<file path="src/rtl/sram_seq_pkg.sv">
package sram_seq_pkg;

   // Phase of one access; encoding is internal to the sequencer.
   typedef enum logic [1:0] {
      PH_IDLE = 2'd0,
      PH_PRE  = 2'd1,
      PH_WL   = 2'd2,
      PH_ISO  = 2'd3
   } phase_e;

endpackage

</file>
<file path="src/rtl/sram_seq_onehot_dec.sv">
// Enabled binary-to-one-hot decoder used for banks, rows and columns.
module sram_seq_onehot_dec #(
   parameter int SEL_W = 2,
   parameter int N_OUT = 1 << SEL_W
) (
   input  logic [SEL_W-1:0] sel,
   input  logic             en,
   output logic [N_OUT-1:0] hot
);

   generate
      for (genvar i = 0; i < N_OUT; i++) begin : g_line
         assign hot[i] = en && (sel == SEL_W'(i));
      end
   endgenerate

endmodule

</file>
<file path="src/rtl/sram_seq_ctrl.sv">
// Phase sequencer: precharge length, self-timed word line, limit timer.
module sram_seq_ctrl #(
   parameter int PRE_CYCLES = 2,
   parameter int TMO_W      = 6
) (
   input  logic                  clk,
   input  logic                  rst_n,
   input  logic                  start,
   input  logic                  done_n,
   input  logic [TMO_W-1:0]      limit,
   output sram_seq_pkg::phase_e  phase,
   output logic                  tmo_evt
);
   import sram_seq_pkg::*;

   localparam int PRE_W = $clog2(PRE_CYCLES + 1);
   localparam int CNT_W = ((TMO_W > PRE_W) ? TMO_W : PRE_W) + 1;

   logic [CNT_W-1:0] cnt;
   logic [CNT_W-1:0] cnt_inc;
   logic [CNT_W-1:0] lim_ext;
   logic             pre_last;
   logic             wl_expired;
   phase_e           nxt;

   assign cnt_inc = cnt + 1'b1;
   assign lim_ext = {{(CNT_W-TMO_W){1'b0}}, limit};

   generate
      if (PRE_CYCLES == 1) begin : g_pre_single
         assign pre_last = 1'b1;
      end else begin : g_pre_multi
         assign pre_last = (cnt == CNT_W'(PRE_CYCLES - 1));
      end
   endgenerate

   // Limit of zero behaves as one: cnt_inc is at least one.
   assign wl_expired = (cnt_inc >= lim_ext);
   assign tmo_evt    = (phase == PH_WL) && done_n && wl_expired;

   always_comb begin
      nxt = phase;
      unique case (phase)
         PH_IDLE: if (start)                    nxt = PH_PRE;
         PH_PRE:  if (pre_last)                 nxt = PH_WL;
         PH_WL:   if (!done_n || wl_expired)    nxt = PH_ISO;
         PH_ISO:                                nxt = PH_IDLE;
         default:                               nxt = PH_IDLE;
      endcase
   end

   always_ff @(posedge clk or negedge rst_n) begin
      if (!rst_n) begin
         phase <= PH_IDLE;
         cnt   <= '0;
      end else begin
         phase <= nxt;
         if (nxt != phase || phase == PH_IDLE) cnt <= '0;
         else                                  cnt <= cnt_inc;
      end
   end

endmodule

</file>
<file path="src/rtl/sram_bank_seq.sv">
// Banked SRAM access sequencer, top level.
module sram_bank_seq
   import sram_seq_pkg::*;
#(
   parameter int BANK_W     = 2,
   parameter int ROW_W      = 5,
   parameter int COL_W      = 2,
   parameter int DATA_W     = 8,
   parameter int TMO_W      = 6,
   parameter int PRE_CYCLES = 2
) (
   input  logic                             clk,
   input  logic                             rst_n,
   input  logic                             req_valid,
   output logic                             req_ready,
   input  logic                             req_write,
   input  logic [BANK_W+ROW_W+COL_W-1:0]    req_addr,
   input  logic [DATA_W-1:0]                req_wdata,
   input  logic [TMO_W-1:0]                 tmo_limit,
   output logic [(1<<BANK_W)-1:0]           bank_en,
   output logic [(1<<ROW_W)-1:0]            wordline,
   output logic [(1<<COL_W)-1:0]            col_sel,
   output logic                             precharge,
   output logic                             sense_en,
   output logic                             sense_iso,
   output logic                             write_en,
   output logic [DATA_W-1:0]                wr_data,
   input  logic                             done_n,
   input  logic [DATA_W-1:0]                sense_data,
   output logic                             rd_valid,
   output logic [DATA_W-1:0]                rd_data,
   output logic                             err_timeout
);

   localparam int ADDR_W = BANK_W + ROW_W + COL_W;
   localparam int NBANK  = 1 << BANK_W;
   localparam int NROW   = 1 << ROW_W;
   localparam int NCOL   = 1 << COL_W;

   // Elaboration-time parameter checks.
   generate
      if (BANK_W < 1 || ROW_W < 1 || COL_W < 1) begin : g_bad_fields
         $error("sram_bank_seq: every address field needs at least one bit");
      end
      if (ADDR_W > 24) begin : g_bad_addr
         $error("sram_bank_seq: address wider than the decoders are meant for");
      end
      if (PRE_CYCLES < 1) begin : g_bad_pre
         $error("sram_bank_seq: precharge needs at least one cycle");
      end
      if (TMO_W < 1 || DATA_W < 1) begin : g_bad_width
         $error("sram_bank_seq: limit and data widths must be positive");
      end
   endgenerate

   phase_e              phase;
   logic                tmo_evt;
   logic                accept;
   logic [BANK_W-1:0]   cur_bank;
   logic [ROW_W-1:0]    cur_row;
   logic [COL_W-1:0]    cur_col;
   logic                cur_wr;
   logic [DATA_W-1:0]   cur_wdata;
   logic                bank_on;
   logic                row_on;
   logic                col_on;

   assign req_ready = (phase == PH_IDLE);
   assign accept    = req_valid && req_ready;

   // Request capture: fields held stable for the whole access.
   always_ff @(posedge clk or negedge rst_n) begin
      if (!rst_n) begin
         cur_bank  <= '0;
         cur_row   <= '0;
         cur_col   <= '0;
         cur_wr    <= 1'b0;
         cur_wdata <= '0;
      end else if (accept) begin
         {cur_bank, cur_row, cur_col} <= req_addr;
         cur_wr    <= req_write;
         cur_wdata <= req_wdata;
      end
   end

   sram_seq_ctrl #(
      .PRE_CYCLES (PRE_CYCLES),
      .TMO_W      (TMO_W)
   ) u_ctrl (
      .clk     (clk),
      .rst_n   (rst_n),
      .start   (accept),
      .done_n  (done_n),
      .limit   (tmo_limit),
      .phase   (phase),
      .tmo_evt (tmo_evt)
   );

   assign bank_on = (phase != PH_IDLE);
   assign row_on  = (phase == PH_WL);
   assign col_on  = (phase == PH_WL) || (phase == PH_ISO);

   sram_seq_onehot_dec #(.SEL_W(BANK_W), .N_OUT(NBANK)) u_bank_dec (
      .sel (cur_bank), .en (bank_on), .hot (bank_en)
   );
   sram_seq_onehot_dec #(.SEL_W(ROW_W), .N_OUT(NROW)) u_row_dec (
      .sel (cur_row), .en (row_on), .hot (wordline)
   );
   sram_seq_onehot_dec #(.SEL_W(COL_W), .N_OUT(NCOL)) u_col_dec (
      .sel (cur_col), .en (col_on), .hot (col_sel)
   );

   assign precharge = (phase == PH_PRE);
   assign sense_en  = (phase == PH_WL) && !cur_wr;
   assign write_en  = (phase == PH_WL) &&  cur_wr;
   assign sense_iso = (phase == PH_ISO);
   assign wr_data   = cur_wdata;

   // Error flag, read capture and strobe.
   always_ff @(posedge clk or negedge rst_n) begin
      if (!rst_n) begin
         err_timeout <= 1'b0;
         rd_valid    <= 1'b0;
         rd_data     <= '0;
      end else begin
         if (accept)       err_timeout <= 1'b0;
         else if (tmo_evt) err_timeout <= 1'b1;

         rd_valid <= (phase == PH_ISO) && !cur_wr && !err_timeout;
         if ((phase == PH_ISO) && !cur_wr && !err_timeout)
            rd_data <= sense_data;
      end
   end

endmodule

</file>
<file path="config.mk">
export PLATFORM = sky130hd
export DESIGN_NAME = sram_bank_seq
export DESIGN_NICKNAME = d
export VERILOG_FILES = /design/src/rtl/sram_seq_pkg.sv /design/src/rtl/sram_seq_onehot_dec.sv /design/src/rtl/sram_seq_ctrl.sv /design/src/rtl/sram_bank_seq.sv
export SDC_FILE = /design/constraint.sdc
export NUM_CORES = 1
export LEC_CHECK = 0
export ABC_AREA = 1
export BUFFER_PORTS_ARGS = -buffer_cell sky130_fd_sc_hd__clkbuf_2
export CAP_MARGIN = 40
export CORE_AREA = 5 5 72 74
export CTS_BUF_LIST = sky130_fd_sc_hd__clkbuf_8
export CTS_CLUSTER_DIAMETER = 80
export DETAILED_ROUTE_END_ITERATION = 8
export DIE_AREA = 0 0 77 79
export PLACE_DENSITY = 0.77
export RECOVER_POWER = 50
export SYNTH_ARGS = -nofsm -noshare
export SYNTH_HDL_FRONTEND = slang
export SYNTH_SLANG_ARGS = --single-unit
</file>
<file path="constraint.sdc">
create_clock -name clk -period 2.5 [get_ports clk]
set_clock_uncertainty 0.1 [all_clocks]
set_input_delay 0.125 -clock clk [delete_from_list [all_inputs] [get_ports clk]]
set_output_delay 0.125 -clock clk [all_outputs]
set_load 0.1 [all_outputs]
</file>
# Yosys cells after proc, flatten, opt, wreduce, memory -nomap -nowiden
# Cells that the tools add are included.
totals:
  in_bits: 36
  ff_bits: 37
  output_inout_bits: 63
  word_cells: 120
op_classes:
  add_sub_neg: 1
  muxes: 7
  n_eq_ne: 42
  reduce_logical: 59
  n_lt_le_gt_ge: 1
op_table:
  columns: ["cell", "count"]
  rows:
  - ["equality test 5 bit (second input constant)", 16]
  - ["logical AND 1 bit", 47]
  - ["equality test 5 x 4 -> 1 bit (second input constant)", 8]
  - ["equality test 5 x 3 -> 1 bit (second input constant)", 4]
  - ["equality test 2 bit (second input constant)", 6]
  - ["equality test 5 x 2 -> 1 bit (second input constant)", 2]
  - ["case mux 2 bit (4 select lines)", 1]
  - ["adder 7 x 1 -> 7 bit (second input constant)", 1]
  - ["equality test 7 x 1 -> 1 bit (second input constant)", 1]
  - [">= comparator 7 x 6 -> 1 bit", 1]
  - ["2-to-1 mux 7 bit", 1]
  - ["equality test 2 x 1 -> 1 bit (second input constant)", 3]
  - ["logical NOT 2 bit", 3]
  - ["2-to-1 mux 2 bit", 3]
  - ["equality test 5 x 1 -> 1 bit (second input constant)", 1]
  - ["logical NOT 5 bit", 1]
  - ["nonzero test 2 bit", 2]
  - ["logical NOT 1 bit", 3]
  - ["logical OR 1 bit", 3]
  - ["2-to-1 mux 1 bit", 2]
  - ["!= test 2 bit", 1]

# Depth between registers and ports, before layout
# Gate-level depths: netlist of the first run.
depth:
  word_depth: 8
  mapped_depth: 14
  mapped_depth_nobuf: 14

# Modules after synthesis
# Synthesis of the first run repeated with hierarchy kept, for this count alone.
unflattened:
  cells_unflattened: 294
  hier_area_um2: 2145.8
modules_own_cells:
  columns: ["mod", "instances", "area_per_inst_um2", "cells_each", "seq_area_each_um2"]
  rows:
  - ["sram_bank_seq", 1, 1162.4, 129, 700.7]
  - ["sram_seq_ctrl", 1, 656.9, 82, 225.2]
  - ["sram_seq_onehot_dec (u_row_dec)", 1, 266.5, 67, 0.0]
  - ["sram_seq_onehot_dec (u_bank_dec ...)", 2, 30.0, 8, 0.0]

# Least setup slack after synthesis of the first run
# Ideal clock, no wire load.
synth_path:
  path_kind: "reg2out"
  startpoint: "reg u_ctrl.phase[0]"
  endpoint: "out bank_en[0]"
  t_required_ps: 2275
  arrival_ps: 2790
  n_path_buf: 0
  path_slack_ps: -515
  stages_incl_launch_ff: 3
  cell_sequence: "dfrtp_1 -> nor2_2 -> nor3_1"
synth_between:
  elab_chain_cells: 2
synth_rtl:
  columns: ["element", "line", "rtl"]
  rows:
  - ["from (decl)", "sram_seq_ctrl.sv:11", "output sram_seq_pkg::phase_e phase,"]
  - ["from (signal assigned)", "sram_seq_ctrl.sv:57", "phase <= nxt;"]
  - ["nonzero test 2 bit", "sram_bank_seq.sv:99", "assign bank_on = (phase != PH_IDLE);"]
  - ["logical AND 1 bit", "sram_seq_onehot_dec.sv:13", "assign hot[i] = en && (sel == SEL_W'(i));"]
  - ["to (decl)", "sram_bank_seq.sv:20", "output logic [(1<<BANK_W)-1:0] bank_en,"]
# No other way between the ends.

# Worst setup path in the final report of the first run
layout_path:
  startpoint: "reg u_ctrl.phase[1]"
  endpoint: "out wordline[0]"
layout_between:
  elab_chain_cells: 2
layout_rtl:
  columns: ["element", "line", "rtl"]
  rows:
  - ["equality test 2 bit", "sram_bank_seq.sv:100", "assign row_on = (phase == PH_WL);"]
  - ["logical AND 1 bit", "sram_seq_onehot_dec.sv:13", null]
  - ["to (decl)", "sram_bank_seq.sv:21", "output logic [(1<<ROW_W)-1:0] wordline,"]
# No other way between the ends.

==> results of run 1 <==
## per-stage QoR
| step | hold slack, ns | setup slack [ns] | setup TNS [ns] | cell area (um2) | utilization [%] |
|---|---|---|---|---|---|
| global placement | 0.1865 | 0.2932 | 0 | 2618 | 57.71 |
| CTS | 0.05210 | 0.08169 | 0 | 3017 | 66.51 |
| global route | 0.08312 | 0.0007014 | 0 | 2957 | 65.19 |
| floorplan | -0.2706 | -0.5150 | -2.060 | 2100 | - |
| detailed placement | 0.01827 | 0.2478 | 0 | 2645 | 58.32 |
| finish | 0.05729 | 0.1092 | 0 | 2957 | 65.19 |
## registers in the layout, summed over array words and instances (netlist names)
signal and count:
err_timeout 1, cur_col 2, u_ctrl.cnt 7, rd_data 8, u_ctrl.phase 2, cur_wr 1
rd_valid 1, cur_row 5, wr_data 8, cur_bank 2
## routing by layer
metal	up-vias	wire length (um)	GRT usage, %
li1	1098	-	-
met1	982	2192	22.19
met2	62	2639	31.32
met3	6	413	6.576
met4	0	64	6.357
met5	-	0	0
## final cells by class
type	count	area, um2	share of cell area, %
Clock inverter	1	5.005	0.1693
Tap cell	54	67.56	2.285
Timing Repair Buffer	126	739.5	25.01
Sequential cell	37	925.9	31.32
Multi-Input combinational cell	197	991.0	33.52
Clock buffer	7	96.34	3.259
Inverter	35	131.4	4.443
## worst reg2reg max path, delay by kind of cell, from the launching register on
kind                       cells  cell delay [ns]
and+or+nand+nor                5             0.45
adders and majority gates      2             0.55
DFF                            1             0.45
xor gates and xnor gates       1             0.20
AOI/OAI and AO/OA              2             0.34
buffers and inverters          2             0.10
## where the power goes
part           switching (mW)  internal (mW)
clock network           0.194          0.249
logic                    2.17          0.380
registers               0.182          0.838
## worst max path at each step
stage	endpoint	slack, ns	depth (start not counted)
2_1_floorplan	bank_en[0]	-0.52	2
3_3_place_gp	u_ctrl.cnt[0]	0.29	10
3_5_place_dp	u_ctrl.cnt[5]	0.25	12
4_1_cts	wordline[3]	0.08	6
5_1_grt	wordline[3]	0.0007	6
6_report	wordline[0]	0.11	6
## kinds of logic (layout without fill, tap and decap cells)
logic type               count (synthesis)  in the layout  share of synthesized area [%]
flip-flops                              37             37                          45.07
adder cells (fa/ha/maj)                  8              8                          4.872
XOR/XNOR                                 3              3                          1.279
buffers and inverters                   41            169                          8.344
AND/OR/NAND/NOR                        163            163                          33.37
AO/OA/AOI/OAI                           23             23                          7.065
## synth_stat cells
cell and number:
nand2_4 1, nor2_4 1, nand3_2 1, inv_2 3
o21ai_2 1, dfrtp_1 37, buf_2 2, xor2_1 2
a31o_2 1, nor2_1 45, a21oi_1 9, ha_1 8
xnor2_1 1, clkbuf_1 2, nand2_1 98, nor3_1 9
nand3_1 3, nand4_1 1, nor3_4 1, buf_6 2
o21ai_0 10, inv_1 32, nor2_2 1, a21oi_4 2
nand4_4 1, or2_1 1
## what timing repair did
action / CTS / global route
resized for setup: 0 / 8
endpoints found under the setup margin: 0 / 8
endpoints found under the hold margin: 44 / 0
hold buffers: 27 / 0
buffers inserted: 0 / 0
==> flow_metrics.tcl, run 1 <==
set metrics [dict create \
    cap_violations 0 \
    cts_num_sinks 37 \
    area_growth_syn_to_layout_pct 43.91 \
    cts-buffers-inserted 5 \
    die_h_um 79 \
    detailroute.via_count 2148 \
    powerDensity_nw_per_um2 1359 \
    design.core.area_um2 4536 \
    critPathRequiredTime_ns 2.28 \
    post_route_fraction_of_the_period_consumed_by_the_critical_path_pct 95.63 \
    path_delay_family "simple AND/OR/NAND/NOR gates" \
    rsz_0062_raised_after_global_routing "false" \
    holdCritStartpoint "done_n" \
    cts.reportedPaths.clkPinSlew_ns 0.07 \
    critical-path-max-stage-delay_ns 0.47 \
    status "complete, no violations" \
    nFillCells 386 \
    drt_iter0_markers 127 \
    setup_viol 0 \
    rr_endpoint "u_ctrl.cnt[5]" \
    std_cell_rows 25 \
    pin_count 99 \
    combined_area_of_all_synthesized_cells_um2 2054 \
    synth.avg_cell_area_um2 7.471 \
    source_of_the_critical_timing_path "u_ctrl.phase[1]" \
    grt_start_max_net_pins 30 \
    floorplan.die.width_um 77 \
    cts_max_path_buffers 2 \
    yosys-top-cells-area "dfrtp_1, nand2_1, nor2_1, inv_1, ha_1" \
    first_pass_grt_wire_length_um 9342 \
    r2r.worst_path.cells 12 \
    placed_cells_incl_taps 422 \
    post_drt_wl_per_cell_um 11.62 \
    report.power.total_mw 4.018 \
    synth_largest_type_area_fraction_pct 45.07 \
    place_congestion 0.8211 \
    synth_sequential_area_ratio_pct 45.07 \
    initial_core_util_pct 45.30 \
    number_of_global_route_vias_before_repair 2140 \
    finalNetCount 446 \
    synth_area_leader_cell "dfrtp_1" \
    design.die.area_um2 6083 \
    layout.cells.most_common_list "nand2_1, clkbuf_2, dfrtp_1" \
    synthesis.instances 275 \
    hold_viol 0 \
    detail_route.first_pass.iterations 4 \
    io_buffer_count 98 \
    crit_slowest_cell "clkbuf_2" \
    worstHoldPathCells 4 \
    cts_htree_levels 2 \
    final_hpwl_dp_um 3954 \
    worstSetupEndpointType "primary output" \
    crit_path_most_repeated_cell "inv_2" \
    worst_path_buffer_plus_inverter_count 3 \
    fmaxAchievable_mhz 418.3 \
    grt_antenna_before_repair 0 \
    worstHoldPathType "in -> reg" \
    timing_worst_slew_pin_value_ns 1.181 \
    most_common_library_cell_in_the_layout_ignoring_fill_and_taps "nand2_1" \
    slew_viols_final 0 \
    ant_nets 0 \
    finish.cell_count_without_fillers 457 \
    drt_drc_violations_left 0 \
    clkLatencyLatePin_ns 0.28 \
    syn-num-nets 319 \
    rr_startpoint "u_ctrl.cnt[0]" \
    cts-root-buf "clkbuf_8" \
    grt_remaining_overflow 0 \
    antenna_fix_cells 0 \
    worstPathMaxFanout 16 \
    path_class "reg -> out" \
    peakVddDrop_v 0.001195 \
    relSlewSlack_pct 21.63 \
    timing.critical_path.arrival_ns 2.17 \
    yosys_register_bits 37 \
    track_usage_pct 18.64 \
    layout-drive-gt1-share_pct 27.79 \
    total_leakage_power_nw 1.594 \
    synth_warnings 0 \
    viasPerCell 4.700 \
    timing.critical_path.cells "inv_2 > nor2_4 > inv_2 > or2_1 > nor2_2 > clkbuf_2" \
    detail_route.wirelength_um 5309 \
    cts_tree "built" \
    setup.reg_to_reg.worst_slack_ns 0.24 \
    synth_cell_types 26 \
    hold_end "u_ctrl.phase[0]" \
    layout_min_cycle_time_ns 2.391 \
    cp-start-kind "flip-flop" \
]
Note: power is estimated with default switching activity, not from simulation.
==> run 2: changes to the inputs <==
--- a/config.mk
+++ b/config.mk
@@ -8,11 +8,11 @@
 export ABC_AREA = 1
 export BUFFER_PORTS_ARGS = -buffer_cell sky130_fd_sc_hd__clkbuf_2
 export CAP_MARGIN = 40
-export CORE_AREA = 5 5 72 74
+export CORE_AREA = 5 5 56 95
 export CTS_BUF_LIST = sky130_fd_sc_hd__clkbuf_8
 export CTS_CLUSTER_DIAMETER = 80
 export DETAILED_ROUTE_END_ITERATION = 8
-export DIE_AREA = 0 0 77 79
+export DIE_AREA = 0 0 61 100
 export PLACE_DENSITY = 0.77
 export RECOVER_POWER = 50
 export SYNTH_ARGS = -nofsm -noshare
==> run 2 against run 1 <==
  * Utilization rose by 2.2 points
  * Total power rose by 1.0%
  * Routed wire length is 14% higher
  * Critical path depth is the same
  * Via count grew 2.7%
  * Largest power group unchanged
  * Count of clock-buffer cells in the layout shrank 1
  * Combinational power rose by 2%
  * Sequential power barely moved
  * Maximum frequency shrank 0.23%
==> flow_metrics.tcl, run 2 (synthesis results as in run 1) <==
set metrics [dict create \
    grt_start_max_net_pins 32 \
    design.core.area_um2 4404 \
    layout-drive-gt1-share_pct 28.04 \
    first_pass_grt_wire_length_um 9549 \
    final_hpwl_dp_um 4546 \
    design.die.area_um2 6100 \
    cts_num_sinks 37 \
    setup_tns_ns 0 \
    detail_route.first_pass.iterations 4 \
    worstSetupEndpointType "primary output" \
    total_leakage_power_nw 1.605 \
    rsz_0062_raised_after_global_routing "false" \
    placed_cells_incl_taps 419 \
    cp-start-kind "flip-flop" \
    detailroute.via_count 2205 \
    report.power.total_mw 4.060 \
    cts-buffers-inserted 5 \
    path_class "reg -> out" \
    finalNetCount 446 \
    track_usage_pct 20.40 \
    fmaxAchievable_mhz 417.3 \
    pin_count 99 \
    post_drt_wl_per_cell_um 13.31 \
    drt_iter0_markers 94 \
    most_common_library_cell_in_the_layout_ignoring_fill_and_taps "nand2_1" \
    finish.cell_count_without_fillers 454 \
    layout_min_cycle_time_ns 2.396 \
    cap_violations 0 \
    cts_htree_levels 2 \
    drt_drc_violations_left 0 \
    worstHoldPathType "in -> reg" \
    area_growth_syn_to_layout_pct 44.46 \
    antenna_fix_cells 0 \
    post-route-cell-area_um2 2968 \
    place_congestion 0.8427 \
    cts_setup_buffers 0 \
    status "complete, no violations" \
    worstPathMaxFanout 16 \
    cts.reportedPaths.clkPinSlew_ns 0.07 \
    critPathRequiredTime_ns 2.28 \
    floorplan.die.width_um 61 \
    placed_cell_area_um2 2634 \
    slew_viols_final 0 \
    viasPerCell 4.857 \
    nFillCells 417 \
    cts_tree "built" \
    std_cell_rows 32 \
    die_h_um 100 \
    grt_antenna_before_repair 0 \
    timing.critical_path.arrival_ns 2.17 \
    initial_core_util_pct 46.65 \
    powerDensity_nw_per_um2 1368 \
    hold_viol 0 \
    relSlewSlack_pct 7.785 \
    timing_worst_slew_pin_value_ns 1.381 \
    io_buffer_count 98 \
    peakVddDrop_v 0.001123 \
    setup_viol 0 \
    detail_route.wirelength_um 6043 \
    dpl_worst_slack_ns 0.2080 \
    ant_nets 0 \
    clkLatencyLatePin_ns 0.28 \
    cts_max_path_buffers 2 \
    post_route_fraction_of_the_period_consumed_by_the_critical_path_pct 95.85 \
    final_critical_path_setup_slack_ns 0.1038 \
    grt_remaining_overflow 0 \
    cts-root-buf "clkbuf_8" \
    number_of_global_route_vias_before_repair 2178 \
    layout.cells.most_common_list "nand2_1, clkbuf_2, dfrtp_1" \
]
[run 2: cell types whose count changed in the layout (fill, tap and decap cells not counted)]
| cell | before | now |
|---|---|---|
| clkbuf_2 | 70 | 69 |
| buf_2 | 8 | 6 |
| clkbuf_4 | 0 | 4 |
| dlymetal6s2s_1 | 0 | 1 |
| clkbuf_8 | 7 | 6 |
| clkbuf_1 | 21 | 19 |
| clkinv_4 | 0 | 1 |
[run 2: path summary, 6_finish.rpt]
path	from	to	slack (ns)	cells after the start
max	u_ctrl.phase[1]	wordline[13]	0.10	6
min	done_n	u_ctrl.phase[0]	0.05	4
max reg2reg	u_ctrl.cnt[0]	u_ctrl.cnt[0]	0.22	10
min reg2reg	rd_data[6]	rd_data[6]	0.38	2
max in group asynchronous	rst_n	cur_col[1]	0.48	3
min in group asynchronous	rst_n	wr_data[6]	0.16	2
[run 2: worst max-delay path, stage by stage, from the launching register on]
cell	delay, ns
dfrtp_1	0.40
inv_2	0.11
nor2_4	0.19
inv_2	0.08
or2_1	0.47
nor2_2	0.16
clkbuf_2	0.47
[run 2: final cells by class]
type	instances	area, um2	area share [%]
timing repair buffer	126	759.5	25.59
clock buffer	6	82.58	2.782
tap	51	63.81	2.150
clock inverter	2	13.76	0.4637
multi-input combinational	197	991.0	33.39
sequential	37	925.9	31.20
inverter	35	131.4	4.427
[run 2: stage by stage]
step	util, %	hold slack [ns]
floorplan	-	-0.2706
global route	67.39	0.07406
global placement	59.35	0.1940
detailed placement	59.80	-0.1087
finish	67.39	0.05339
CTS	68.13	0.05044
[run 2: report_power, final]
part	internal [mW]	total, mW	switching, mW
sequential	0.837	1.02	0.187
clock	0.223	0.437	0.214
combinational	0.383	2.60	2.22
total	1.44	4.06	2.62
[run 2: repair_timing]
| item | CTS | global route |
|---|---|---|
| setup endpoints to repair | 0 | 10 |
| hold buffers | 27 | 0 |
| endpoints found under the hold margin | 63 | 0 |
| resized for setup | 0 | 14 |
[run 2: layer usage]
layer / share of wire [%] / GRT usage (%)
met2: 55 / 38.25
met1: 35 / 21.19
met4: 3.3 / 8.681
met5: 0 / 0
met3: 6.8 / 3.089
==> run 3: changes to the inputs <==
--- a/config.mk
+++ b/config.mk
@@ -8,12 +8,12 @@
 export ABC_AREA = 1
 export BUFFER_PORTS_ARGS = -buffer_cell sky130_fd_sc_hd__clkbuf_2
 export CAP_MARGIN = 40
-export CORE_AREA = 5 5 56 95
+export CORE_AREA = 5 5 70 120
 export CTS_BUF_LIST = sky130_fd_sc_hd__clkbuf_8
 export CTS_CLUSTER_DIAMETER = 80
 export DETAILED_ROUTE_END_ITERATION = 8
-export DIE_AREA = 0 0 61 100
-export PLACE_DENSITY = 0.77
+export DIE_AREA = 0 0 75 125
+export PLACE_DENSITY = 0.5
 export RECOVER_POWER = 50
 export SYNTH_ARGS = -nofsm -noshare
 export SYNTH_HDL_FRONTEND = slang
==> run 3 against run 2 <==
  * Critical path type unchanged
  * Cell count is 8.1% higher
  * Largest cell class unchanged
  * Worst hold slack better by 0.0094 ns
  * Critical path depth stayed put
  * Utilization is 27 points lower
  * Maximum frequency is 1.0% higher
  * Sequential power hardly changed
==> flow_metrics.tcl, run 3 (synthesis results as in run 1) <==
set metrics [dict create \
    cts_htree_levels 2 \
    hold_viol 0 \
    post_route_fraction_of_the_period_consumed_by_the_critical_path_pct 94.86 \
    cts_tree "built" \
    crit_path_most_repeated_cell "inv_2" \
    nFillCells 800 \
    status "complete, no violations" \
    cts_num_sinks 37 \
    first_pass_grt_wire_length_um 9853 \
    gr_util_met1_pct 14.12 \
    grt_util_met3_pct 1.526 \
    viasPerCell 4.387 \
    grt-busiest-layer "met2" \
    path_class "reg -> out" \
    cts-buffers-inserted 5 \
    worstSetupEndpointType "primary output" \
    layout.cells.most_common_list "nand2_1, clkbuf_2, dfrtp_1" \
    critical_path_depth 6 \
    worst_path_buffer_plus_inverter_count 3 \
    grt_antenna_before_repair 0 \
    drt_drc_violations_left 0 \
    area_growth_syn_to_layout_pct 47.38 \
    rsz_0062_raised_after_global_routing "false" \
    powerDensity_nw_per_um2 1337 \
    floorplan.die.width_um 75 \
    path_delay_family "simple AND/OR/NAND/NOR gates" \
    ant_nets 0 \
    final_hpwl_dp_um 4936 \
    source_of_the_critical_timing_path "u_ctrl.phase[1]" \
    post_drt_wl_per_cell_um 12.46 \
    die_h_um 125 \
    initial_core_util_pct 27.73 \
    detailroute.via_count 2154 \
    peakVddDrop_v 0.0005704 \
    grt_start_max_net_pins 31 \
    grt_remaining_overflow 0 \
    critPathRequiredTime_ns 2.28 \
    detail_route.first_pass.iterations 4 \
    design.core.area_um2 7410 \
    rr_startpoint "u_ctrl.cnt[0]" \
    std_cell_rows 42 \
    place_congestion 0.8265 \
    worstPathMaxFanout 16 \
    track_usage_pct 13.46 \
    detail_route.wirelength_um 6118 \
    endpoint "wordline[15]" \
    fmaxAchievable_mhz 421.7 \
    most_common_library_cell_in_the_layout_ignoring_fill_and_taps "nand2_1" \
    placed_cell_area_um2 2685 \
    layout_min_cycle_time_ns 2.371 \
    io_buffer_count 98 \
    design.die.area_um2 9375 \
    grt_use_met2_pct 25.18 \
    finalCoreUtilization_pct 40.86 \
    antenna_fix_cells 0 \
    timing_worst_slew_pin_value_ns 1.236 \
    setup_viol 0 \
    timing.critical_path.arrival_ns 2.15 \
    number_of_global_route_vias_before_repair 2117 \
    cts_setup_buffers 0 \
    crit_slowest_cell "or2_1" \
    cts-root-buf "clkbuf_8" \
    cp-start-kind "flip-flop" \
    cts_max_path_buffers 2 \
    total_leakage_power_nw 1.600 \
    timing.critical_path.cells "inv_2 > nor2_4 > inv_2 > or2_1 > nor2_1 > buf_2" \
    holdCritStartpoint "done_n" \
    slew_viols_final 0 \
    layout-drive-gt1-share_pct 28.29 \
    rr_endpoint "u_ctrl.cnt[1]" \
    r2r.worst_path.cells 10 \
    finalNetCount 446 \
    pin_count 99 \
    final_hold_slack_ns 0.06276 \
    post-route-cell-area_um2 3028 \
    cap_violations 0 \
    worstHoldPathType "in -> reg" \
    cts.reportedPaths.clkPinSlew_ns 0.07 \
    relSlewSlack_pct 17.98 \
    critical-path-max-stage-delay_ns 0.47 \
    setup.reg_to_reg.worst_slack_ns 0.28 \
    drt_iter0_markers 65 \
    clkLatencyLatePin_ns 0.29 \
]
-- run 3: routing by layer --
metal	vias up	part of all wire, %
li1	1094	-
met5	-	0
met4	0	3.4
met1	975	36
met3	13	6.7
met2	72	54
-- run 3: how the worst min path moves through the flow --
stage	endpoint	slack [ns]	cells past startpoint
2_1_floorplan	cur_bank[0]	-0.27	0
3_3_place_gp	wr_data[2]	0.21	1
3_5_place_dp	wr_data[2]	-0.1	1
4_1_cts	u_ctrl.phase[0]	0.05	4
5_1_grt	u_ctrl.phase[0]	0.07	4
6_report	u_ctrl.phase[0]	0.06	4
-- run 3: final cells by class --
class                   count  area, um2  area share, %
multi-input cells         197      998.5          32.98
flip-flops and latches     37      927.1          30.62
repair buffers            126      764.5          25.25
inverters                  35      131.4          4.339
well taps                  88      110.1          3.636
clock buffers               6      82.58          2.727
clock inverters             2      13.76         0.4545
-- run 3: timing repair --
action	in CTS	in global routing
hold buffers	27	0
endpoints found under the hold margin	63	0
setup endpoints to repair	0	20
resized for setup	0	17
-- run 3: worst reg2reg max path, cell delays in order, from the launching register on --
cell and delay [ns]:
dfrtp_2 0.45, ha_1 0.24, nand3_2 0.12, xor2_2 0.18, inv_1 0.06, ha_1 0.28
a21oi_1 0.12, nand2_1 0.10, a21oi_4 0.18, nand4_4 0.15, a21oi_1 0.16
-- run 3: through the flow --
| stage | total power, mW | setup slack, ns | std cells | setup TNS, ns |
|---|---|---|---|---|
| detailed placement | 3.649 | 0.1841 | 456 | 0 |
| global route | 4.293 | 0.0008817 | 491 | 0 |
| floorplan | 3.190 | -0.5150 | 275 | -2.060 |
| finish | 4.048 | 0.1285 | 491 | 0 |
| global placement | 3.628 | 0.2204 | 455 | 0 |
| CTS | 4.142 | 0.06546 | 491 | 0 |
-- run 3: where the power goes --
group	total (mW)	leakage (nW)	switching, mW	internal [mW]
Clock	0.438	0.0512	0.215	0.223
Sequential	1.02	0.468	0.180	0.838
Combinational	2.59	1.08	2.21	0.384
